<file path="src/rtl/sprite_dma_pkg.sv">
package sprite_dma_pkg;

  typedef enum logic [1:0] {
    BUS_CORE = 2'd0,
    BUS_MAIN = 2'd1,
    BUS_VID  = 2'd2,
    BUS_WRAM = 2'd3
  } bus_e;

  // Region index is address[15:13]
  function automatic bus_e bus_of(input logic [2:0] region, input logic model_new);
    bus_e b;
    case (region)
      3'd4:    b = BUS_VID;
      3'd6:    b = model_new ? BUS_WRAM : BUS_MAIN;
      3'd7:    b = BUS_CORE;
      default: b = BUS_MAIN;
    endcase
    return b;
  endfunction

endpackage

</file>
<file path="src/rtl/sprite_dma_sched.sv">
module sprite_dma_sched #(
  parameter int BYTES      = 160,
  parameter int FIRST_NORM = 8,
  parameter int FIRST_FAST = 4,
  parameter int GAP_NORM   = 4,
  parameter int GAP_FAST   = 2,
  localparam int CNT_W     = $clog2(BYTES + 1),
  localparam int TMR_W     = $clog2(FIRST_NORM + 1)
) (
  input  logic             clk,
  input  logic             rst_n,
  input  logic             start,
  input  logic             fast_mode,
  output logic             move,
  output logic             busy,
  output logic [7:0]       offset
);

  logic [CNT_W-1:0] remain_q;
  logic [TMR_W-1:0] timer_q;
  logic [7:0]       offset_q;

  localparam logic [TMR_W-1:0] FIRST_N = TMR_W'(FIRST_NORM - 1);
  localparam logic [TMR_W-1:0] FIRST_F = TMR_W'(FIRST_FAST - 1);
  localparam logic [TMR_W-1:0] GAP_N   = TMR_W'(GAP_NORM - 1);
  localparam logic [TMR_W-1:0] GAP_F   = TMR_W'(GAP_FAST - 1);

  assign busy   = (remain_q != '0);
  assign move   = busy && (timer_q == '0);
  assign offset = offset_q;

  always_ff @(posedge clk) begin
    if (!rst_n) begin
      remain_q <= '0;
      timer_q  <= '0;
      offset_q <= '0;
    end else if (start) begin
      remain_q <= CNT_W'(BYTES);
      timer_q  <= fast_mode ? FIRST_F : FIRST_N;
      offset_q <= '0;
    end else if (busy) begin
      if (move) begin
        remain_q <= remain_q - 1'b1;
        offset_q <= offset_q + 1'b1;
        timer_q  <= fast_mode ? GAP_F : GAP_N;
      end else begin
        timer_q  <= timer_q - 1'b1;
      end
    end
  end

endmodule

</file>
<file path="src/rtl/sprite_dma_guard.sv">
module sprite_dma_guard
  import sprite_dma_pkg::*;
#(
  parameter logic [15:0] WIN_LO = 16'hFE00,
  parameter logic [15:0] WIN_HI = 16'hFE9F
) (
  input  logic        busy,
  input  logic        model_new,
  input  logic [7:0]  src_page,
  input  logic [15:0] cpu_addr,
  output logic        blocked
);

  bus_e src_bus, cpu_bus;
  logic bus_hit, win_hit;

  always_comb begin
    src_bus = bus_of(src_page[7:5], model_new);
    cpu_bus = bus_of(cpu_addr[15:13], model_new);
    bus_hit = (src_bus != BUS_CORE) && (src_bus == cpu_bus);
    win_hit = (cpu_addr >= WIN_LO) && (cpu_addr <= WIN_HI);
    blocked = busy && (bus_hit || win_hit);
  end

endmodule

</file>
<file path="src/rtl/sprite_dma.sv">
module sprite_dma #(
  parameter int BYTES      = 160,
  parameter int FIRST_NORM = 8,
  parameter int FIRST_FAST = 4,
  parameter int GAP_NORM   = 4,
  parameter int GAP_FAST   = 2,
  parameter logic [7:0] PAGE_LIMIT = 8'hE0,
  parameter logic [7:0] PAGE_MASK  = 8'hDF
) (
  input  logic        clk,
  input  logic        rst_n,
  input  logic        start,
  input  logic [7:0]  start_page,
  input  logic        fast_mode,
  input  logic        model_new,
  output logic [15:0] src_addr,
  input  logic [7:0]  src_data,
  output logic        oam_we,
  output logic [7:0]  oam_addr,
  output logic [7:0]  oam_data,
  input  logic [15:0] cpu_addr,
  output logic        cpu_blocked,
  output logic        busy
);

  logic [7:0] page_q;
  logic [7:0] offset;
  logic       move;

  always_ff @(posedge clk) begin
    if (!rst_n)
      page_q <= '0;
    else if (start)
      page_q <= (start_page >= PAGE_LIMIT) ? (start_page & PAGE_MASK) : start_page;
  end

  sprite_dma_sched #(
    .BYTES(BYTES), .FIRST_NORM(FIRST_NORM), .FIRST_FAST(FIRST_FAST),
    .GAP_NORM(GAP_NORM), .GAP_FAST(GAP_FAST)
  ) u_sched (
    .clk(clk), .rst_n(rst_n), .start(start), .fast_mode(fast_mode),
    .move(move), .busy(busy), .offset(offset)
  );

  sprite_dma_guard u_guard (
    .busy(busy), .model_new(model_new), .src_page(page_q),
    .cpu_addr(cpu_addr), .blocked(cpu_blocked)
  );

  assign src_addr = {page_q, offset};
  assign oam_we   = move;
  assign oam_addr = offset;
  assign oam_data = src_data;

endmodule

</file>
<file path="config.mk">
export PLATFORM = sky130hd
export DESIGN_NAME = sprite_dma
export DESIGN_NICKNAME = d
export VERILOG_FILES = /design/src/rtl/sprite_dma_pkg.sv /design/src/rtl/sprite_dma_sched.sv /design/src/rtl/sprite_dma_guard.sv /design/src/rtl/sprite_dma.sv
export SDC_FILE = /design/constraint.sdc
export NUM_CORES = 1
export LEC_CHECK = 0
export BUFFER_PORTS_ARGS = -buffer_cell sky130_fd_sc_hd__clkbuf_2
export CAP_MARGIN = 20
export CORE_ASPECT_RATIO = 0.6
export CORE_MARGIN = 3
export CORE_UTILIZATION = 46
export DETAILED_ROUTE_END_ITERATION = 12
export GPL_TIMING_DRIVEN = 0
export PLACE_DENSITY = 0.79
export RECOVER_POWER = 50
export SLEW_MARGIN = 30
export SYNTH_ARGS = -nofsm -noshare
export SYNTH_HDL_FRONTEND = slang
export SYNTH_SLANG_ARGS = --single-unit
export TNS_END_PERCENT = 10
</file>
<file path="constraint.sdc">
create_clock -name clk -period 3.3 [get_ports clk]
set_input_delay 0.66 -clock clk [delete_from_list [all_inputs] [get_ports clk]]
set_output_delay 0.66 -clock clk [all_outputs]
set_load 0.005 [all_outputs]
</file>
After elaboration in Yosys (flattened, before gate mapping)
Cells that the tools add are included.
- register bits after elaboration: 28
- input bits: 37
- output and inout bits: 35
- word-level logic and storage cells: 44
- add/subtract/negate cells: 3
- $lt $le $gt $ge: 3
- equal/unequal tests: 7
- muxes and demuxes: 12
- bitwise operators: 1
- reduce and logical (&&, ||, !) cells: 13
- operators by type and width (kind ; number):
    two-way mux 8 bit ; 3
    equality test 3 bit (second input constant) ; 6
    >= comparator 16 bit (second input constant) ; 1
    <= comparator 16 bit (second input constant) ; 1
    two-way mux 4 bit ; 3
    case mux 2 bit (3 select lines) ; 2
    adder 8 x 1 -> 8 bit (second input constant) ; 1
    >= comparator 8 bit (second input constant) ; 1
    nonzero test 8 bit ; 1
    subtractor 8 x 1 -> 8 bit (second input constant) ; 1
    two-way mux 6 bit ; 1
    nonzero test 2 bit ; 3
    logical AND 1 bit ; 4
    zero test 4 bit ; 1
    two-way mux 2 bit ; 2
    AND reduction 2 bit ; 2
    subtractor 4 x 1 -> 4 bit (second input constant) ; 1
    two-way mux 3 bit ; 1
    equality test 2 bit ; 1
    OR reduction 2 bit ; 1
    logical OR 1 bit ; 1
    NOT 1 bit ; 1

Depth between registers and ports, before layout
Gate-level depths: netlist of the first run.
- depth in word-level cells: 6
- mapped depth: 8
- mapped depth without buffers: 7

Cells and area by module
A second synthesis of the first run with hierarchy kept.
- cell total of the unflattened synthesis: 181
- area, all modules: 1617.8 µm²
- modules (own cells, without submodules) (module ; times used ; cells an instance ; area each (µm²) ; sequential area each (µm²)):
    sprite_dma_sched ; 1 ; 115 ; 1049.8 ; 400.4
    sprite_dma ; 1 ; 43 ; 427.9 ; 160.2
    sprite_dma_guard ; 1 ; 23 ; 140.1 ; 0.0

Worst setup path before layout of the first run
OpenSTA, ideal clock, no wires.
- kind: reg2out
- start point: register u_sched.remain_q[0]
- end point: output cpu_blocked
- data arrival time: 1.316 ns
- required time: 2.640 ns
- path slack: 1.324 ns
- stages on the path, launching flop included: 7
- path buffers: 1
- cell sequence: dfxtp_1 > inv_1 > ha_1 > or3b_2 > buf_2 > nor2_4 > a31oi_1
- cells in the longest elaborated chain, start to end: 2
- RTL lines (what ; line ; RTL):
    start, declared ; sprite_dma_sched.sv:19 ; logic [CNT_W-1:0] remain_q;
    start signal, assigned ; sprite_dma_sched.sv:38 ; remain_q <= CNT_W'(BYTES);
    start signal, assigned ; sprite_dma_sched.sv:43 ; remain_q <= remain_q - 1'b1;
    nonzero test 8 bit ; sprite_dma_sched.sv:28 ; assign busy = (remain_q != '0);
    logical AND 1 bit ; sprite_dma_guard.sv:22 ; blocked = busy && (bus_hit || win_hit);
    end, declared ; sprite_dma.sv:22 ; output logic cpu_blocked,
Every way passes these cells.

Final worst setup path of the first run
- start point: register u_sched.remain_q[0]
- end point: output oam_we
- cells in the longest elaborated chain, start to end: 2
- RTL lines (what ; line ; RTL):
    nonzero test 8 bit ; sprite_dma_sched.sv:28 ;
    logical AND 1 bit ; sprite_dma_sched.sv:29 ; assign move = busy && (timer_q == '0);
    end, declared ; sprite_dma.sv:18 ; output logic oam_we,
Every way passes these cells.

==> results of run 1 <==
## path summary, 6_finish.rpt
check | endpoint | cells past startpoint
setup reg to reg | u_sched.timer_q[2] | 8
hold / removal | page_q[2] | 2
hold reg to reg | page_q[2] | 2
setup / recovery | oam_we | 5
## kinds of logic (layout without fill, tap and decap cells)
group           after synthesis  after routing  share of synthesized area [%]
simple gates                 64             64                           23.7
flops                        28             28                           35.7
fa+ha+maj                     4              4                           3.18
mux                          10             10                           6.45
xor+xnor                     12             12                           6.69
compound gates               28             28                           13.4
buf+inv                      29             90                           10.9
## power breakdown
part / total (mW) / switching, mW / leakage [nW] / internal (mW)
sequential: 0.379 / 0.0218 / 0.229 / 0.357
combinational: 0.213 / 0.113 / 0.587 / 0.0999
clock: 0.211 / 0.104 / 0.0288 / 0.107
total: 0.803 / 0.239 / 0.845 / 0.564
## cells in the mapped netlist (2+ instances only)
master                      instances
sky130_fd_sc_hd__mux2i_1            9
sky130_fd_sc_hd__ha_1               4
sky130_fd_sc_hd__dfxtp_1           28
sky130_fd_sc_hd__clkbuf_1           4
sky130_fd_sc_hd__buf_4             16
sky130_fd_sc_hd__buf_2              2
sky130_fd_sc_hd__a21boi_0           2
sky130_fd_sc_hd__a211oi_1           4
sky130_fd_sc_hd__a21oi_1            2
sky130_fd_sc_hd__nand4_1            4
sky130_fd_sc_hd__a2111oi_1          2
sky130_fd_sc_hd__o21a_1             2
sky130_fd_sc_hd__xnor2_1            7
sky130_fd_sc_hd__nand3_1            7
sky130_fd_sc_hd__o211ai_1           3
sky130_fd_sc_hd__nand2_1            7
sky130_fd_sc_hd__nor3b_1            2
sky130_fd_sc_hd__nor2_1            20
sky130_fd_sc_hd__nor3_1             3
sky130_fd_sc_hd__and2_1             2
sky130_fd_sc_hd__nor2b_1            7
sky130_fd_sc_hd__inv_1              6
sky130_fd_sc_hd__xor2_1             5
sky130_fd_sc_hd__nor3b_2            2
sky130_fd_sc_hd__o21ai_0            5
## layer usage
layer / GRT usage [%] / up-vias / share of wire, %
li1: - / 728 / -
met1: 25.2 / 638 / 49
met2: 27.2 / 42 / 44
met3: 4.23 / 4 / 6.4
met4: 3.09 / 0 / 0.55
met5: 0 / - / 0
## final cells by class
class	count	area (µm²)	area share (%)
Buffer	22	145	7.44
Clock buffer	4	55.1	2.82
Inverter	7	26.3	1.35
Multi-Input combinational cell	118	840	43.0
Sequential cell	28	561	28.7
Tap cell	42	52.6	2.69
Timing Repair Buffer	57	273	14.0
## worst max-delay path, stage by stage (launching register included)
cell                       delay, ns
sky130_fd_sc_hd__dfxtp_1        0.37
sky130_fd_sc_hd__inv_1          0.11
sky130_fd_sc_hd__ha_1           0.20
sky130_fd_sc_hd__nor3b_2        0.60
sky130_fd_sc_hd__a21oi_2        0.24
sky130_fd_sc_hd__clkbuf_2       0.17
## registers in the layout, summed over array words and instances, names as in the netlist
name	cells
u_sched.timer_q	4
page_q	8
u_sched.offset	8
u_sched.remain_q	8
==> metrics.log, run 1 <==
[metrics] data arrival time of the worst path: 1.96 ns
[metrics] via count: ~1400
[metrics] grt total ovfl: 0
[metrics] largest vdd supply drop: 0.000233 V
[metrics] cts bufs inserted: 3
[metrics] first-pass GRT wire length: 5820 µm
[metrics] upper clock frequency limit: 382 MHz
[metrics] worst setup slack after layout: 0.681 ns
[metrics] number of placed cells counting well taps: about 270
[metrics] drc violations: 0
[metrics] proportion of register bits with asynchronous set or reset after synthesis: 0%
[metrics] Antenna Violating Nets Remaining: 0
[metrics] number of buffers inserted by hold repair at cts: 0
[metrics] number of placement rows: 15
[metrics] Crit Path Category: register to output port
[metrics] ratio of routed vias to standard cells: about 5.1
[metrics] pin count of the biggest net entering global routing: 16
[metrics] Static Leakage: 0.845 nW
[metrics] syn_nets: 216
[metrics] cell area after placement: 1910 µm²
[metrics] Layout Cells excl Fill: 278
[metrics] number of global-route vias before repair: 1290
[metrics] ports placed on the boundary: 72
[metrics] Pwr Density: 411 nW/µm²
[metrics] total standard cell area after synthesis: 1570 µm²
[metrics] Die Outline Area: ~4200 µm²
[metrics] Die Y: 51.3 µm
[metrics] RSZ-0062 raised after global routing: no
[metrics] Skew-Pair Late Insertion Delay: 0.27 ns
[metrics] CTS sink count: 28
[metrics] critical path endpoint category: output port
[metrics] count of max-cap constraint violations: 0
[metrics] maximum clock insertion buffer count: 2
[metrics] Post-synth EDFFs: 0
[metrics] Hold Worst Slack: 0.530 ns
[metrics] most common library cell in the layout ignoring fill and taps: sky130_fd_sc_hd__clkbuf_2
[metrics] clock tree from TritonCTS: built
[metrics] initial antenna violation count: 0
[metrics] ratio of cells with drive above 1 in the final layout: 33.9%
[metrics] total power draw: 0.803 mW
[metrics] total global-route track usage: ~18%
[metrics] average cell area after synthesis: between 8 and 9 µm²
[metrics] top library cells by usage in the layout, fill and taps aside: sky130_fd_sc_hd__clkbuf_2 (47), sky130_fd_sc_hd__dfxtp_1 (28), sky130_fd_sc_hd__nor2_1 (20), sky130_fd_sc_hd__clkbuf_1 (13), sky130_fd_sc_hd__buf_4 (13)
[metrics] final worst path period need: 2.62 ns
[metrics] register-to-register setup slack: ~1.2 ns
[metrics] setup tns final: 0 ns
[metrics] postcts setup bufs: 0
[metrics] post-synth top area cell: sky130_fd_sc_hd__dfxtp_1
[metrics] crit share post-route: 79.4%
[metrics] dominant register cell in the synthesized netlist: sky130_fd_sc_hd__dfxtp_1
[metrics] DRT iter0 DRCs: 53
[metrics] sort of element at the start of the critical path: register
[metrics] count of filler cells inserted in the layout: 260
[metrics] number of distinct library cells after synthesis: 45
[metrics] final instance area: 1950 µm²
[metrics] worst relative slew slack: a little over half
[metrics] Worst R2R Start: u_sched.remain_q[0]
[metrics] hold wc startpoint: page_q[2]
[metrics] number of search-and-repair iterations in the first detailed-routing pass: 4
[metrics] cells taking the most area after synthesis: sky130_fd_sc_hd__dfxtp_1 (36%), sky130_fd_sc_hd__buf_4 (7.6%), sky130_fd_sc_hd__mux2i_1 (5.7%)
[metrics] number of standard cells after synthesis: 175
[metrics] largest driver fanout on the critical path: 9
[metrics] area fraction of the dominant cell type after synthesis: 35.7%
[metrics] Post-Place Worst Slack: 1.02 ns
[metrics] Worst Tran Pin Value: 0.692 ns
[metrics] final hold violation count: 0
[metrics] flops & latches, synth: 28
[metrics] Clock Root Buffer: sky130_fd_sc_hd__clkbuf_8
[metrics] antenna diode count: 0
[metrics] number of failing setup endpoints in the final timing report: 0
[metrics] core area: 3060 µm²
[metrics] drt total wl: between 3000 and 4000 µm
[metrics] clock slew at reported path FFs: 0.09 ns
[metrics] CTS-repair resized insts: 0
[metrics] data required time of the worst path: ~2.6 ns
[metrics] final standard cell utilization of the core: 63.8%
[metrics] run status: finished clean
[metrics] hold crit path type: register to register
[metrics] buffers added on ports: between 50 and 60
[metrics] depth of the CTS H-tree: 1
[metrics] Syn. warnings: 0
[metrics] Initial Util: 51.4%
[metrics] final number of max-transition violations: 0
[metrics] launching instance or port of the critical path: u_sched.remain_q[0]
[metrics] area growth from synthesis to layout: 24.2%
[metrics] die width: between 80 and 90 µm
[metrics] placed wire-length estimate: 2710 µm
[metrics] placer congestion estimate: 0.830
[metrics] proportion of synthesized chip area in sequential cells: a little over a third
[metrics] number of nets in the finished design: 278
[metrics] final clock skew: ~0.0025 ns
[metrics] per-cell routed wire length: 12.5 µm
Note: power is estimated with default switching activity, not from simulation.
==> run 2, diff against run 1 <==
--- a/config.mk
+++ b/config.mk
@@ -5,6 +5,7 @@
 export SDC_FILE = /design/constraint.sdc
 export NUM_CORES = 1
 export LEC_CHECK = 0
+export ABC_AREA = 1
 export BUFFER_PORTS_ARGS = -buffer_cell sky130_fd_sc_hd__clkbuf_2
 export CAP_MARGIN = 20
 export CORE_ASPECT_RATIO = 0.6
@@ -12,7 +13,7 @@
 export CORE_UTILIZATION = 46
 export DETAILED_ROUTE_END_ITERATION = 12
 export GPL_TIMING_DRIVEN = 0
-export PLACE_DENSITY = 0.79
+export PLACE_DENSITY = 0.78
 export RECOVER_POWER = 50
 export SLEW_MARGIN = 30
 export SYNTH_ARGS = -nofsm -noshare
==> constraint.sdc (replaced) <==
create_clock -name clk -period 2.7 [get_ports clk]
set_input_delay 0.54 -clock clk [delete_from_list [all_inputs] [get_ports clk]]
set_output_delay 0.54 -clock clk [all_outputs]
set_load 0.005 [all_outputs]
==> metrics.log, run 2 <==
[metrics] run status: finished clean
[metrics] register-to-register setup slack: 1.05 ns
[metrics] data required time of the worst path: 2.16 ns
[metrics] Worst Tran Pin Value: 0.457 ns
[metrics] Post-Place Worst Slack: between 0.8 and 0.9 ns
[metrics] dominant register cell in the synthesized netlist: sky130_fd_sc_hd__dfxtp_1
[metrics] hold crit path type: input pin to register
[metrics] proportion of power drawn by flip-flops and latches: 42.9%
[metrics] sort of element at the start of the critical path: register
[metrics] number of distinct library cells after synthesis: 27
[metrics] placed wire-length estimate: 2990 µm
[metrics] Antenna Violating Nets Remaining: 0
[metrics] Worst path max stage delay: 0.33 ns
[metrics] top post-synthesis cells by count: sky130_fd_sc_hd__nand2_1 (56), sky130_fd_sc_hd__nor2_1 (29), sky130_fd_sc_hd__dfxtp_1 (28)
[metrics] critical path endpoint category: output port
[metrics] most common library cell in the layout ignoring fill and taps: sky130_fd_sc_hd__nand2_1
[metrics] pin count of the biggest net entering global routing: 16
[metrics] RSZ-0062 raised after global routing: no
[metrics] flops & latches, synth: 28
[metrics] drt total wl: 3750 µm
[metrics] total power draw: ~1.1 mW
[metrics] average cell area after synthesis: 6.75 µm²
[metrics] switching part of the total power: 34.2%
[metrics] Critical-path top delay cell: sky130_fd_sc_hd__dfxtp_1
[metrics] first-pass GRT wire length: 6490 µm
[metrics] final standard cell utilization of the core: between 60% and 70%
[metrics] syn_nets: 284
[metrics] cell area after placement: 1980 µm²
[metrics] upper clock frequency limit: between 400 and 500 MHz
[metrics] depth of the CTS H-tree: 1
[metrics] destination of the worst hold path: page_q[1]
[metrics] final clock skew: about 0.0055 ns
[metrics] number of buffers inserted by hold repair at cts: 0
[metrics] number of nets in the finished design: about 350
[metrics] most repeated cell in the gate-level netlist after synthesis: sky130_fd_sc_hd__nand2_1
[metrics] cells taking the most area after synthesis: sky130_fd_sc_hd__dfxtp_1 (34%), sky130_fd_sc_hd__nand2_1 (13%), sky130_fd_sc_hd__buf_4 (7.3%)
[metrics] Crit Path Category: register to output port
[metrics] ratio of routed vias to standard cells: around 4.8
[metrics] Skew-Pair Late Insertion Delay: 0.28 ns
[metrics] clock slew at reported path FFs: 0.10 ns
[metrics] proportion of synthesized chip area in sequential cells: approximately a third
[metrics] final hold violation count: 0
[metrics] proportion of register bits with asynchronous set or reset after synthesis: 0%
[metrics] Layout Cells excl Fill: 349
[metrics] Clock Root Buffer: sky130_fd_sc_hd__clkbuf_8
[metrics] Hold Worst Slack: 0.482 ns
[metrics] Comb power frac: roughly 33%
[metrics] placer congestion estimate: 0.912
[metrics] number of global-route vias before repair: 1464
[metrics] die width: about 83 µm
[metrics] number of placement rows: 16
[metrics] final number of max-transition violations: 0
[metrics] number of search-and-repair iterations in the first detailed-routing pass: 4
[metrics] per-cell routed wire length: roughly 11 µm
[metrics] data arrival time of the worst path: 1.68 ns
[metrics] Top delay family on crit path: buffers and inverters
[metrics] area fraction of the dominant cell type after synthesis: 34.2%
[metrics] largest vdd supply drop: 0.000267 V
[metrics] DRT iter0 DRCs: roughly 110
[metrics] initial antenna violation count: 0
[metrics] final worst path period need: roughly 2.2 ns
[metrics] number of failing setup endpoints in the final timing report: 0
[metrics] Die Outline Area: 4340 µm²
[metrics] logic depth of the worst register-to-register path: 8
[metrics] total global-route track usage: 18.5%
[metrics] Initial Util: 49.1%
[metrics] buffers added on ports: between 50 and 60
[metrics] via count: between 1500 and 2000
[metrics] Clk pwr share: 24.2%
[metrics] CTS-repair resized insts: 0
[metrics] ratio of cells with drive above 1 in the final layout: 26.6%
[metrics] worst setup slack after layout: 0.482 ns
[metrics] post-synth top area cell: sky130_fd_sc_hd__dfxtp_1
[metrics] cts bufs inserted: 3
[metrics] top library cells by usage in the layout, fill and taps aside: sky130_fd_sc_hd__nand2_1 (56), sky130_fd_sc_hd__clkbuf_2 (50), sky130_fd_sc_hd__nor2_1 (29), sky130_fd_sc_hd__dfxtp_1 (28), sky130_fd_sc_hd__inv_1 (25)
[metrics] Die Y: around 52 µm
[metrics] drc violations: 0
[metrics] largest driver fanout on the critical path: 10
[metrics] final instance area: 2030 µm²
[metrics] CTS sink count: 28
[metrics] maximum clock insertion buffer count: 2
[metrics] count of max-cap constraint violations: 0
[metrics] reg2reg end: u_sched.remain_q[0]
[metrics] launching instance or port of the critical path: u_sched.timer_q[0]
[metrics] Worst R2R Start: u_sched.timer_q[0]
[metrics] clock tree from TritonCTS: built
[metrics] Pwr Density: between 500 and 600 nW/µm²
[metrics] P_int: 0.719 mW
[metrics] antenna diode count: 0
[metrics] core area: 3340 µm²
[metrics] count of filler cells inserted in the layout: 323
[metrics] number of placed cells counting well taps: 345
[metrics] Worst Hold Depth: 3
[metrics] setup tns final: 0 ns
[metrics] total standard cell area after synthesis: 1640 µm²
[metrics] critical path, cell by cell: inv_1 -> ha_1 -> nand3_1 -> nor2_2 -> buf_2 -> clkbuf_2
[metrics] area growth from synthesis to layout: 23.5%
[metrics] Post-synth EDFFs: 0
[metrics] Static Leakage: 0.992 nW
[metrics] switching power total: 0.374 mW
[metrics] postcts setup bufs: 0
[metrics] number of standard cells after synthesis: 243
[metrics] grt total ovfl: 0
[metrics] crit share post-route: 82.2%
[metrics] hold wc startpoint: start_page[1]
[metrics] Syn. warnings: 0
[metrics] worst relative slew slack: 69.5%
[metrics] ports placed on the boundary: 72
[metrics] Buf+Inv Stages, Crit Path: 3
-- run 2: how the worst max path moves through the flow --
stage	endpoint	slack (ns)	depth (start not counted)
after CTS	oam_we	0.50	6
after global placement	oam_we	0.85	6
after floorplan	cpu_blocked	1.10	7
after detailed placement	oam_we	0.82	7
final	oam_we	0.48	6
after global routing	oam_we	0.38	6
-- run 2: metal layers --
metal | global-route usage (%) | routed length (µm) | vias to the layer above
met3 | 4.55 | 277 | 0
li1 | - | - | 888
met5 | 0 | 0 | -
met2 | 28.6 | 1580 | 54
met4 | 5.43 | 0 | 0
met1 | 25.6 | 1900 | 728
-- run 2: layout make-up --
| cell class | instances | area (µm²) | area share (%) |
|---|---|---|---|
| Inverter | 26 | 97.6 | 4.82 |
| Multi-Input combinational cell | 167 | 827 | 40.8 |
| Buffer | 22 | 153 | 7.54 |
| Clock buffer | 4 | 55.1 | 2.72 |
| Sequential cell | 28 | 561 | 27.7 |
| Tap cell | 45 | 56.3 | 2.78 |
| Timing Repair Buffer | 57 | 277 | 13.7 |
-- run 2: cells by family (layout without fill, tap and decap cells) --
group	count (synthesis)	in the layout	share of synthesized area, %
adders and majority gates	4	4	3.05
and+or+nand+nor	118	118	31.4
buffers and inverters	48	109	15.4
AOI/OAI and AO/OA	39	39	12.7
xor gates and xnor gates	6	6	3.20
DFF	28	28	34.2
-- run 2: power groups by stage --
stage / clock network (mW) / logic [mW] / registers (mW)
floorplan: 0 / 0.258 / 0.473
global placement: 0 / 0.352 / 0.477
detailed placement: 0 / 0.359 / 0.477
CTS: 0.268 / 0.363 / 0.468
global route: 0.285 / 0.409 / 0.473
finish: 0.264 / 0.360 / 0.468
-- run 2: worst reg2reg max path: cells and delay by family (launching register included) --
family                     cells  cell delay (ns)
AOI/OAI and AO/OA              2             0.27
buffers and inverters          3             0.48
DFF                            1             0.35
adders and majority gates      1             0.24
and+or+nand+nor                2             0.25
